==> src/rtl/lcd_seq_pkg.sv <==
package lcd_seq_pkg;

  typedef enum logic [2:0] {
    ST_PWR,
    ST_SETUP,
    ST_PULSE,
    ST_HOLD,
    ST_IDLE
  } seqState_t;

  // strobes from control to datapath
  typedef struct packed {
    logic       loadInit;
    logic       loadHost;
    logic       readMode;
    logic       secondNib;
    logic       enable;
    logic       sampleBusy;
    logic [7:0] initByte;
  } seqStrobe_t;

  // initialization byte for a given step; step 0 of 4-bit mode is the width switch
  function automatic logic [7:0] initCode(input logic [1:0] idx, input bit nib,
                                          input bit twoLine, input bit bigFont,
                                          input bit dispOn, input bit curOn,
                                          input bit blinkOn);
    logic [7:0] fset;
    logic [7:0] dctl;
    fset = {3'b001, ~nib, twoLine, bigFont, 2'b00};
    dctl = {5'b00001, dispOn, curOn, blinkOn};
    if (nib) begin
      case (idx)
        2'd0:    initCode = 8'h20;
        2'd1:    initCode = fset;
        2'd2:    initCode = dctl;
        default: initCode = 8'h01;
      endcase
    end else begin
      case (idx)
        2'd0:    initCode = fset;
        2'd1:    initCode = dctl;
        default: initCode = 8'h01;
      endcase
    end
  endfunction

endpackage

==> src/rtl/lcd_seq_ctrl.sv <==
module lcd_seq_ctrl
  import lcd_seq_pkg::*;
#(
  parameter int NIBBLE_MODE    = 1,
  parameter int POWERUP_CYCLES = 32,
  parameter int SETUP_CYCLES   = 2,
  parameter int EN_CYCLES      = 4,
  parameter int HOLD_CYCLES    = 2,
  parameter int TWO_LINES      = 1,
  parameter int BIG_FONT       = 0,
  parameter int DISP_ON        = 1,
  parameter int CURSOR_ON      = 1,
  parameter int BLINK_ON       = 0
) (
  input  logic       clk,
  input  logic       rstN,
  input  logic       hostValid,
  input  logic       busyFlag,
  output logic       hostReady,
  output seqStrobe_t strobe
);

  localparam int MAX_A   = (POWERUP_CYCLES > SETUP_CYCLES) ? POWERUP_CYCLES : SETUP_CYCLES;
  localparam int MAX_B   = (EN_CYCLES > HOLD_CYCLES) ? EN_CYCLES : HOLD_CYCLES;
  localparam int MAX_ALL = (MAX_A > MAX_B) ? MAX_A : MAX_B;
  localparam int CNT_W   = $clog2(MAX_ALL + 1);
  localparam logic [CNT_W-1:0] PWR_END  = CNT_W'(POWERUP_CYCLES - 1);
  localparam logic [CNT_W-1:0] SET_END  = CNT_W'(SETUP_CYCLES - 1);
  localparam logic [CNT_W-1:0] EN_END   = CNT_W'(EN_CYCLES - 1);
  localparam logic [CNT_W-1:0] HOLD_END = CNT_W'(HOLD_CYCLES - 1);
  localparam logic [1:0] LAST_STEP = (NIBBLE_MODE != 0) ? 2'd3 : 2'd2;

  seqState_t        state;
  logic [CNT_W-1:0] cnt;
  logic [CNT_W-1:0] phaseEnd;
  logic [1:0]       step;
  logic [1:0]       nextIdx;
  logic             reading;
  logic             second;
  logic             initDone;
  logic             lastCnt;
  logic             twoPulse;
  logic             accept;
  logic             pwrDone;
  logic             writeDone;

  always_comb begin
    case (state)
      ST_PWR:   phaseEnd = PWR_END;
      ST_SETUP: phaseEnd = SET_END;
      ST_PULSE: phaseEnd = EN_END;
      default:  phaseEnd = HOLD_END;
    endcase
  end

  assign lastCnt   = (cnt == phaseEnd);
  assign twoPulse  = (NIBBLE_MODE != 0) && (initDone || step != 2'd0);
  assign hostReady = (state == ST_IDLE);
  assign accept    = hostValid && hostReady;
  assign pwrDone   = (state == ST_PWR) && lastCnt;
  assign writeDone = (state == ST_HOLD) && lastCnt && !reading && (!twoPulse || second);
  assign nextIdx   = (state == ST_PWR) ? 2'd0 : step + 2'd1;

  always_comb begin
    strobe            = '0;
    strobe.readMode   = reading;
    strobe.secondNib  = second;
    strobe.enable     = (state == ST_PULSE);
    strobe.sampleBusy = (state == ST_PULSE) && lastCnt && reading && !second;
    strobe.loadHost   = accept;
    strobe.loadInit   = pwrDone || (writeDone && !initDone && step != LAST_STEP);
    strobe.initByte   = initCode(nextIdx, NIBBLE_MODE != 0, TWO_LINES != 0, BIG_FONT != 0,
                                 DISP_ON != 0, CURSOR_ON != 0, BLINK_ON != 0);
  end

  always_ff @(posedge clk or negedge rstN) begin
    if (!rstN) begin
      state    <= ST_PWR;
      cnt      <= '0;
      step     <= 2'd0;
      reading  <= 1'b0;
      second   <= 1'b0;
      initDone <= 1'b0;
    end else begin
      case (state)
        ST_PWR: begin
          if (lastCnt) begin
            cnt     <= '0;
            state   <= ST_SETUP;
            reading <= 1'b1;
            second  <= 1'b0;
          end else cnt <= cnt + 1'b1;
        end
        ST_SETUP: begin
          if (lastCnt) begin
            cnt   <= '0;
            state <= ST_PULSE;
          end else cnt <= cnt + 1'b1;
        end
        ST_PULSE: begin
          if (lastCnt) begin
            cnt   <= '0;
            state <= ST_HOLD;
          end else cnt <= cnt + 1'b1;
        end
        ST_HOLD: begin
          if (!lastCnt) cnt <= cnt + 1'b1;
          else begin
            cnt <= '0;
            if (twoPulse && !second) begin
              second <= 1'b1;
              state  <= ST_SETUP;
            end else begin
              second <= 1'b0;
              if (reading) begin
                reading <= busyFlag;       // poll again while busy
                state   <= ST_SETUP;
              end else if (!initDone && step != LAST_STEP) begin
                step    <= step + 2'd1;
                reading <= 1'b1;
                state   <= ST_SETUP;
              end else begin
                initDone <= 1'b1;
                state    <= ST_IDLE;
              end
            end
          end
        end
        default: begin
          if (accept) begin
            state   <= ST_SETUP;
            reading <= 1'b1;
            second  <= 1'b0;
          end
        end
      endcase
    end
  end

endmodule

==> src/rtl/lcd_seq_dp.sv <==
module lcd_seq_dp
  import lcd_seq_pkg::*;
#(
  parameter int NIBBLE_MODE = 1
) (
  input  logic       clk,
  input  logic       rstN,
  input  seqStrobe_t strobe,
  input  logic [8:0] hostWord,
  input  logic [7:0] lcdDataIn,
  output logic       busyFlag,
  output logic [7:0] lcdDataOut,
  output logic       lcdDataOe,
  output logic       lcdRs,
  output logic       lcdRw,
  output logic       lcdEn
);

  logic [7:0] byteReg;
  logic       rsReg;
  logic       unusedSink;

  always_ff @(posedge clk or negedge rstN) begin
    if (!rstN) begin
      byteReg  <= 8'h00;
      rsReg    <= 1'b0;
      busyFlag <= 1'b0;
    end else begin
      if (strobe.loadInit) begin
        byteReg <= strobe.initByte;
        rsReg   <= 1'b0;
      end else if (strobe.loadHost) begin
        byteReg <= hostWord[7:0];
        rsReg   <= hostWord[8];
      end
      if (strobe.sampleBusy) busyFlag <= lcdDataIn[7];
    end
  end

  assign lcdRw      = strobe.readMode;
  assign lcdRs      = !strobe.readMode && rsReg;
  assign lcdEn      = strobe.enable;
  assign lcdDataOe  = !strobe.readMode;
  assign unusedSink = ^lcdDataIn[6:0] ^ strobe.secondNib;

  generate
    if (NIBBLE_MODE != 0) begin : g_nib
      always_comb begin
        if (strobe.readMode) lcdDataOut = 8'h00;
        else lcdDataOut = {strobe.secondNib ? byteReg[3:0] : byteReg[7:4], 4'h0};
      end
    end else begin : g_byte
      assign lcdDataOut = strobe.readMode ? 8'h00 : byteReg;
    end
  endgenerate

endmodule

==> src/rtl/lcd_seq_top.sv <==
module lcd_seq_top
  import lcd_seq_pkg::*;
#(
  parameter int NIBBLE_MODE    = 1,
  parameter int POWERUP_CYCLES = 32,
  parameter int SETUP_CYCLES   = 2,
  parameter int EN_CYCLES      = 4,
  parameter int HOLD_CYCLES    = 2,
  parameter int TWO_LINES      = 1,
  parameter int BIG_FONT       = 0,
  parameter int DISP_ON        = 1,
  parameter int CURSOR_ON      = 1,
  parameter int BLINK_ON       = 0
) (
  input  logic       clk,
  input  logic       rstN,
  input  logic       hostValid,
  input  logic [8:0] hostWord,
  output logic       hostReady,
  input  logic [7:0] lcdDataIn,
  output logic [7:0] lcdDataOut,
  output logic       lcdDataOe,
  output logic       lcdRs,
  output logic       lcdRw,
  output logic       lcdEn
);

  seqStrobe_t strobe;
  logic       busyFlag;

  lcd_seq_ctrl #(
    .NIBBLE_MODE(NIBBLE_MODE), .POWERUP_CYCLES(POWERUP_CYCLES),
    .SETUP_CYCLES(SETUP_CYCLES), .EN_CYCLES(EN_CYCLES), .HOLD_CYCLES(HOLD_CYCLES),
    .TWO_LINES(TWO_LINES), .BIG_FONT(BIG_FONT), .DISP_ON(DISP_ON),
    .CURSOR_ON(CURSOR_ON), .BLINK_ON(BLINK_ON)
  ) u_ctrl (
    .clk(clk), .rstN(rstN), .hostValid(hostValid), .busyFlag(busyFlag),
    .hostReady(hostReady), .strobe(strobe)
  );

  lcd_seq_dp #(.NIBBLE_MODE(NIBBLE_MODE)) u_dp (
    .clk(clk), .rstN(rstN), .strobe(strobe), .hostWord(hostWord),
    .lcdDataIn(lcdDataIn), .busyFlag(busyFlag), .lcdDataOut(lcdDataOut),
    .lcdDataOe(lcdDataOe), .lcdRs(lcdRs), .lcdRw(lcdRw), .lcdEn(lcdEn)
  );

endmodule

==> config.mk <==
export PLATFORM = sky130hd
export DESIGN_NAME = lcd_seq_top
export DESIGN_NICKNAME = d
export VERILOG_FILES = /design/src/rtl/lcd_seq_pkg.sv /design/src/rtl/lcd_seq_ctrl.sv /design/src/rtl/lcd_seq_dp.sv /design/src/rtl/lcd_seq_top.sv
export SDC_FILE = /design/constraint.sdc
export NUM_CORES = 1
export LEC_CHECK = 0
export ABC_AREA = 1
export BUFFER_PORTS_ARGS = -buffer_cell sky130_fd_sc_hd__buf_2
export CORE_ASPECT_RATIO = 1.2
export CORE_MARGIN = 10
export CORE_UTILIZATION = 55
export CTS_BUF_LIST = sky130_fd_sc_hd__clkbuf_16
export DETAILED_ROUTE_END_ITERATION = 8
export GPL_TIMING_DRIVEN = 0
export PLACE_DENSITY_LB_ADDON = 0.25
export SLEW_MARGIN = 25
export SYNTH_ARGS = -nofsm -noshare
export SYNTH_HDL_FRONTEND = slang
export SYNTH_SLANG_ARGS = --single-unit
==> constraint.sdc <==
create_clock -name clk -period 2.8 [get_ports clk]
set_clock_uncertainty 0.05 [all_clocks]
set_input_delay 0.28 -clock clk [delete_from_list [all_inputs] [get_ports clk]]
set_output_delay 0.28 -clock clk [all_outputs]
set_load 0.03 [all_outputs]
==> results by group <==
Status
  – Status: complete, no violations

Yosys
  – Synth Warn #: 0
  – Synth area leaders: dfrtp_1, nand2_1, inv_1, ha_1, nor2_4
  – Synth top area share: 0.3831
  – Cell taking the most area after synthesis: dfrtp_1
  – Post-synthesis sequential area ratio: 0.3831
  – Post-Syn Area: 1568 µm²
  – Yosys reg bits: 24
  – Distinct cells, synth: 27
  – Syn Area/Cell: 7.761 µm²
  – Syn Inst Count: 202

Global routing
  – Largest net degree at the start of global routing: 25
  – GR Util All Layers: 0.1291
  – Antenna violations before repair: 0
  – First-pass GRT wire length: 5644 µm
  – Vias in the first global route: 1337
  – Total grt overflow: 0

Clock tree
  – Root Driver: clkbuf_16
  – Post-CTS Repair Setup Buffers: 0
  – Register clock-pin slew on the reported worst setup and hold paths: 0.06 ns
  – Number of cells upsized or downsized after cts: 0
  – Post-cts hold buffer count: 1
  – Sink Count: 24
  – Clk_lat worst skew: 0.25 ns
  – CTS tree: done
  – Max Buffers Root-to-Sink: 2
  – H-tree lvl count: 1
  – Clock buffer count from CTS: 3

Critical path
  – Top delay family on crit path: adder cells
  – CP arrival: 1.86 ns
  – CP Data Required Time: 2.89 ns
  – Worst path slowest cell: dfrtp_1
  – Most frequent CP cell: inv_1
  – CP Buf/Inv Count: 4
  – CP cell instances: inv_1, ha_1, inv_1, nor2_1, inv_1, ha_1, inv_1, a21oi_1, nand2_1
  – Critical path's largest stage delay: 0.38 ns
  – Type of the worst setup path: reg2reg
  – CP startpoint kind: flop
  – Max FO, Critical Path: 3
  – CP Capture Type: flop

Power and ir drop
  – VDD IR max: 0.5682 mV
  – Power density cells: 972.0 nW/µm²
  – Lkg Pwr: 1.014 nW

Route
  – 1st-pass router iterations: 4
  – Top layer used by detailed routing: met4
  – Drt total wl: 3155 µm
  – Routed WL per cell: 11.95 µm
  – Met2 routed WL: 1581 µm
  – Vias per std cell: 4.746
  – Met3 wire length: 148 µm
  – M1 wire length: 1392 µm
  – Initial DRC count: 80
  – Post-DRT Antenna Nets: 0
  – Detailed-route DRC error count: 0
  – Vias: 1253

Timing
  – Final Slew Violations: 0
  – Final Hold Fails: 0
  – Period utilization: 0.6316
  – Setup TNS: 0 ns
  – Worst Tran Pin Value: 0.5460 ns
  – Setup violators final: 0
  – RSZ-0062 raised after global routing: false
  – Minimum clock period: 1.768 ns
  – Relative slew slack: 0.6360
  – FMAX: 565.5 MHz
  – Fin Hold WS: 0.1743 ns

Cells and area
  – Diode count: 0
  – Layout net count: 259
  – Layout cells sized above 1: 0.2478
  – Filler instances: 245
  – Layout Area Growth over Synthesis: 15.56%
  – Reg area: 600.6 µm²
  – Multi-input logic area: 807.0 µm²

Placement
  – Dpl hpwl: 2403 µm
  – Gpl congestion: 0.7883
  – Port buffer count: 21

Floorplan
  – Die Width: 68.74 µm
  – Die area: 5395 µm²
  – # IOs: 33
  – Area of the core: 2759 µm²
  – Die H: 78.49 µm
  – Initial core utilization: 0.5683
  – Row cnt: 21

Flow run
  – Max Cap Violations: 0

Hold path
  – HP Class: in2reg
==> final timing paths <==
check	start	end	slack (ns)	cells after the start
min in group asynchronous	rstN	u_ctrl.cnt[0]	0.50	2
hold / removal	hostWord[6]	u_dp.byteReg[6]	0.17	3
setup / recovery	u_ctrl.step[0]	u_dp.byteReg[3]	1.03	9
max in group asynchronous	rstN	u_ctrl.second	1.83	2
hold reg to reg	u_dp.byteReg[4]	u_dp.byteReg[4]	0.42	2
setup reg to reg	u_ctrl.step[0]	u_dp.byteReg[3]	1.03	9
==> flip-flops by register name (all words and copies together) (netlist names) <==
| register | flops |
|---|---|
| u_ctrl.second | 1 |
| u_dp.byteReg | 8 |
| u_dp.busyFlag | 1 |
| u_ctrl.reading | 1 |
| u_ctrl.step | 2 |
| u_ctrl.state | 3 |
| u_ctrl.initDone | 1 |
| u_dp.rsReg | 1 |
| u_ctrl.cnt | 6 |
==> cells in the mapped netlist <==
library cell / count
nand2_1: 56
inv_1: 26
dfrtp_1: 24
nor2_1: 19
nand3_1: 11
ha_1: 7
nor2_4: 7
o21ai_0: 7
nand2_2: 6
buf_4: 5
nand2_4: 5
o21ai_1: 5
inv_2: 4
xor2_1: 4
a21oi_1: 2
nand3_4: 2
nor3_1: 2
buf_6: 1
clkinv_1: 1
conb_1: 1
inv_4: 1
nor2_2: 1
o211ai_1: 1
o21a_1: 1
o21ai_2: 1
or2_1: 1
xnor2_1: 1
==> power by group <==
part / switching (mW) / total [mW] / internal (mW)
sequential: 0.0791 / 0.513 / 0.434
combinational: 0.643 / 0.945 / 0.303
clock: 0.114 / 0.303 / 0.189
==> final cells by class <==
type,instances,share of cell area
clock buffers,3,0.04144
plain buffers,6,0.02693
repair buffers,22,0.06354
multi-input cells,143,0.4454
inverters,32,0.06768
well taps,34,0.02348
flip-flops and latches,24,0.3315
==> metrics by stage <==
stage	worst slack, ns	total power, mW	cells	cell area (µm²)	util
finish	1.032	1.761	264	1812	0.6567
floorplan	1.048	1.256	205	1579	-
global placement	1.075	1.443	260	1727	0.6259
global route	0.8487	1.917	264	1812	0.6567
detailed placement	1.021	1.461	260	1727	0.6259
CTS	1.006	1.778	264	1812	0.6567
==> metal layers <==
layer,vias up,GRT usage
met2,27,0.2153
li1,662,-
met5,-,0
met4,0,0.04743
met1,560,0.1519
met3,4,0.03409
==> placed cells by master, fill, tap and decap left out, types with 5 or more instances in the layout <==
master | Yosys | layout
nand2_2 | 6 | 6
buf_4 | 5 | 5
inv_1 | 26 | 26
o21ai_0 | 7 | 7
nand2_4 | 5 | 5
nand3_1 | 11 | 11
dfrtp_1 | 24 | 24
o21ai_1 | 5 | 5
nand2_1 | 56 | 56
ha_1 | 7 | 7
buf_2 | 0 | 21
nor2_4 | 7 | 7
nor2_1 | 19 | 19
==> kinds of logic after synthesis <==
logic type,count (synthesis),synth area share
adders and majority gates,7,0.05586
AOI/OAI and AO/OA,17,0.05986
and+or+nand+nor,110,0.3615
buffers and inverters,38,0.1093
other,1,0.002392
xor gates and xnor gates,5,0.02793
DFF,24,0.3831
==> worst register-to-register path, cell delays in order, from the launching register on <==
cell,delay [ns]
dfrtp_1,0.38
inv_1,0.08
ha_1,0.27
inv_1,0.04
nor2_1,0.18
inv_1,0.09
ha_1,0.29
inv_1,0.04
a21oi_1,0.17
nand2_1,0.07
No activity file was read; power rests on OpenSTA's default activity.
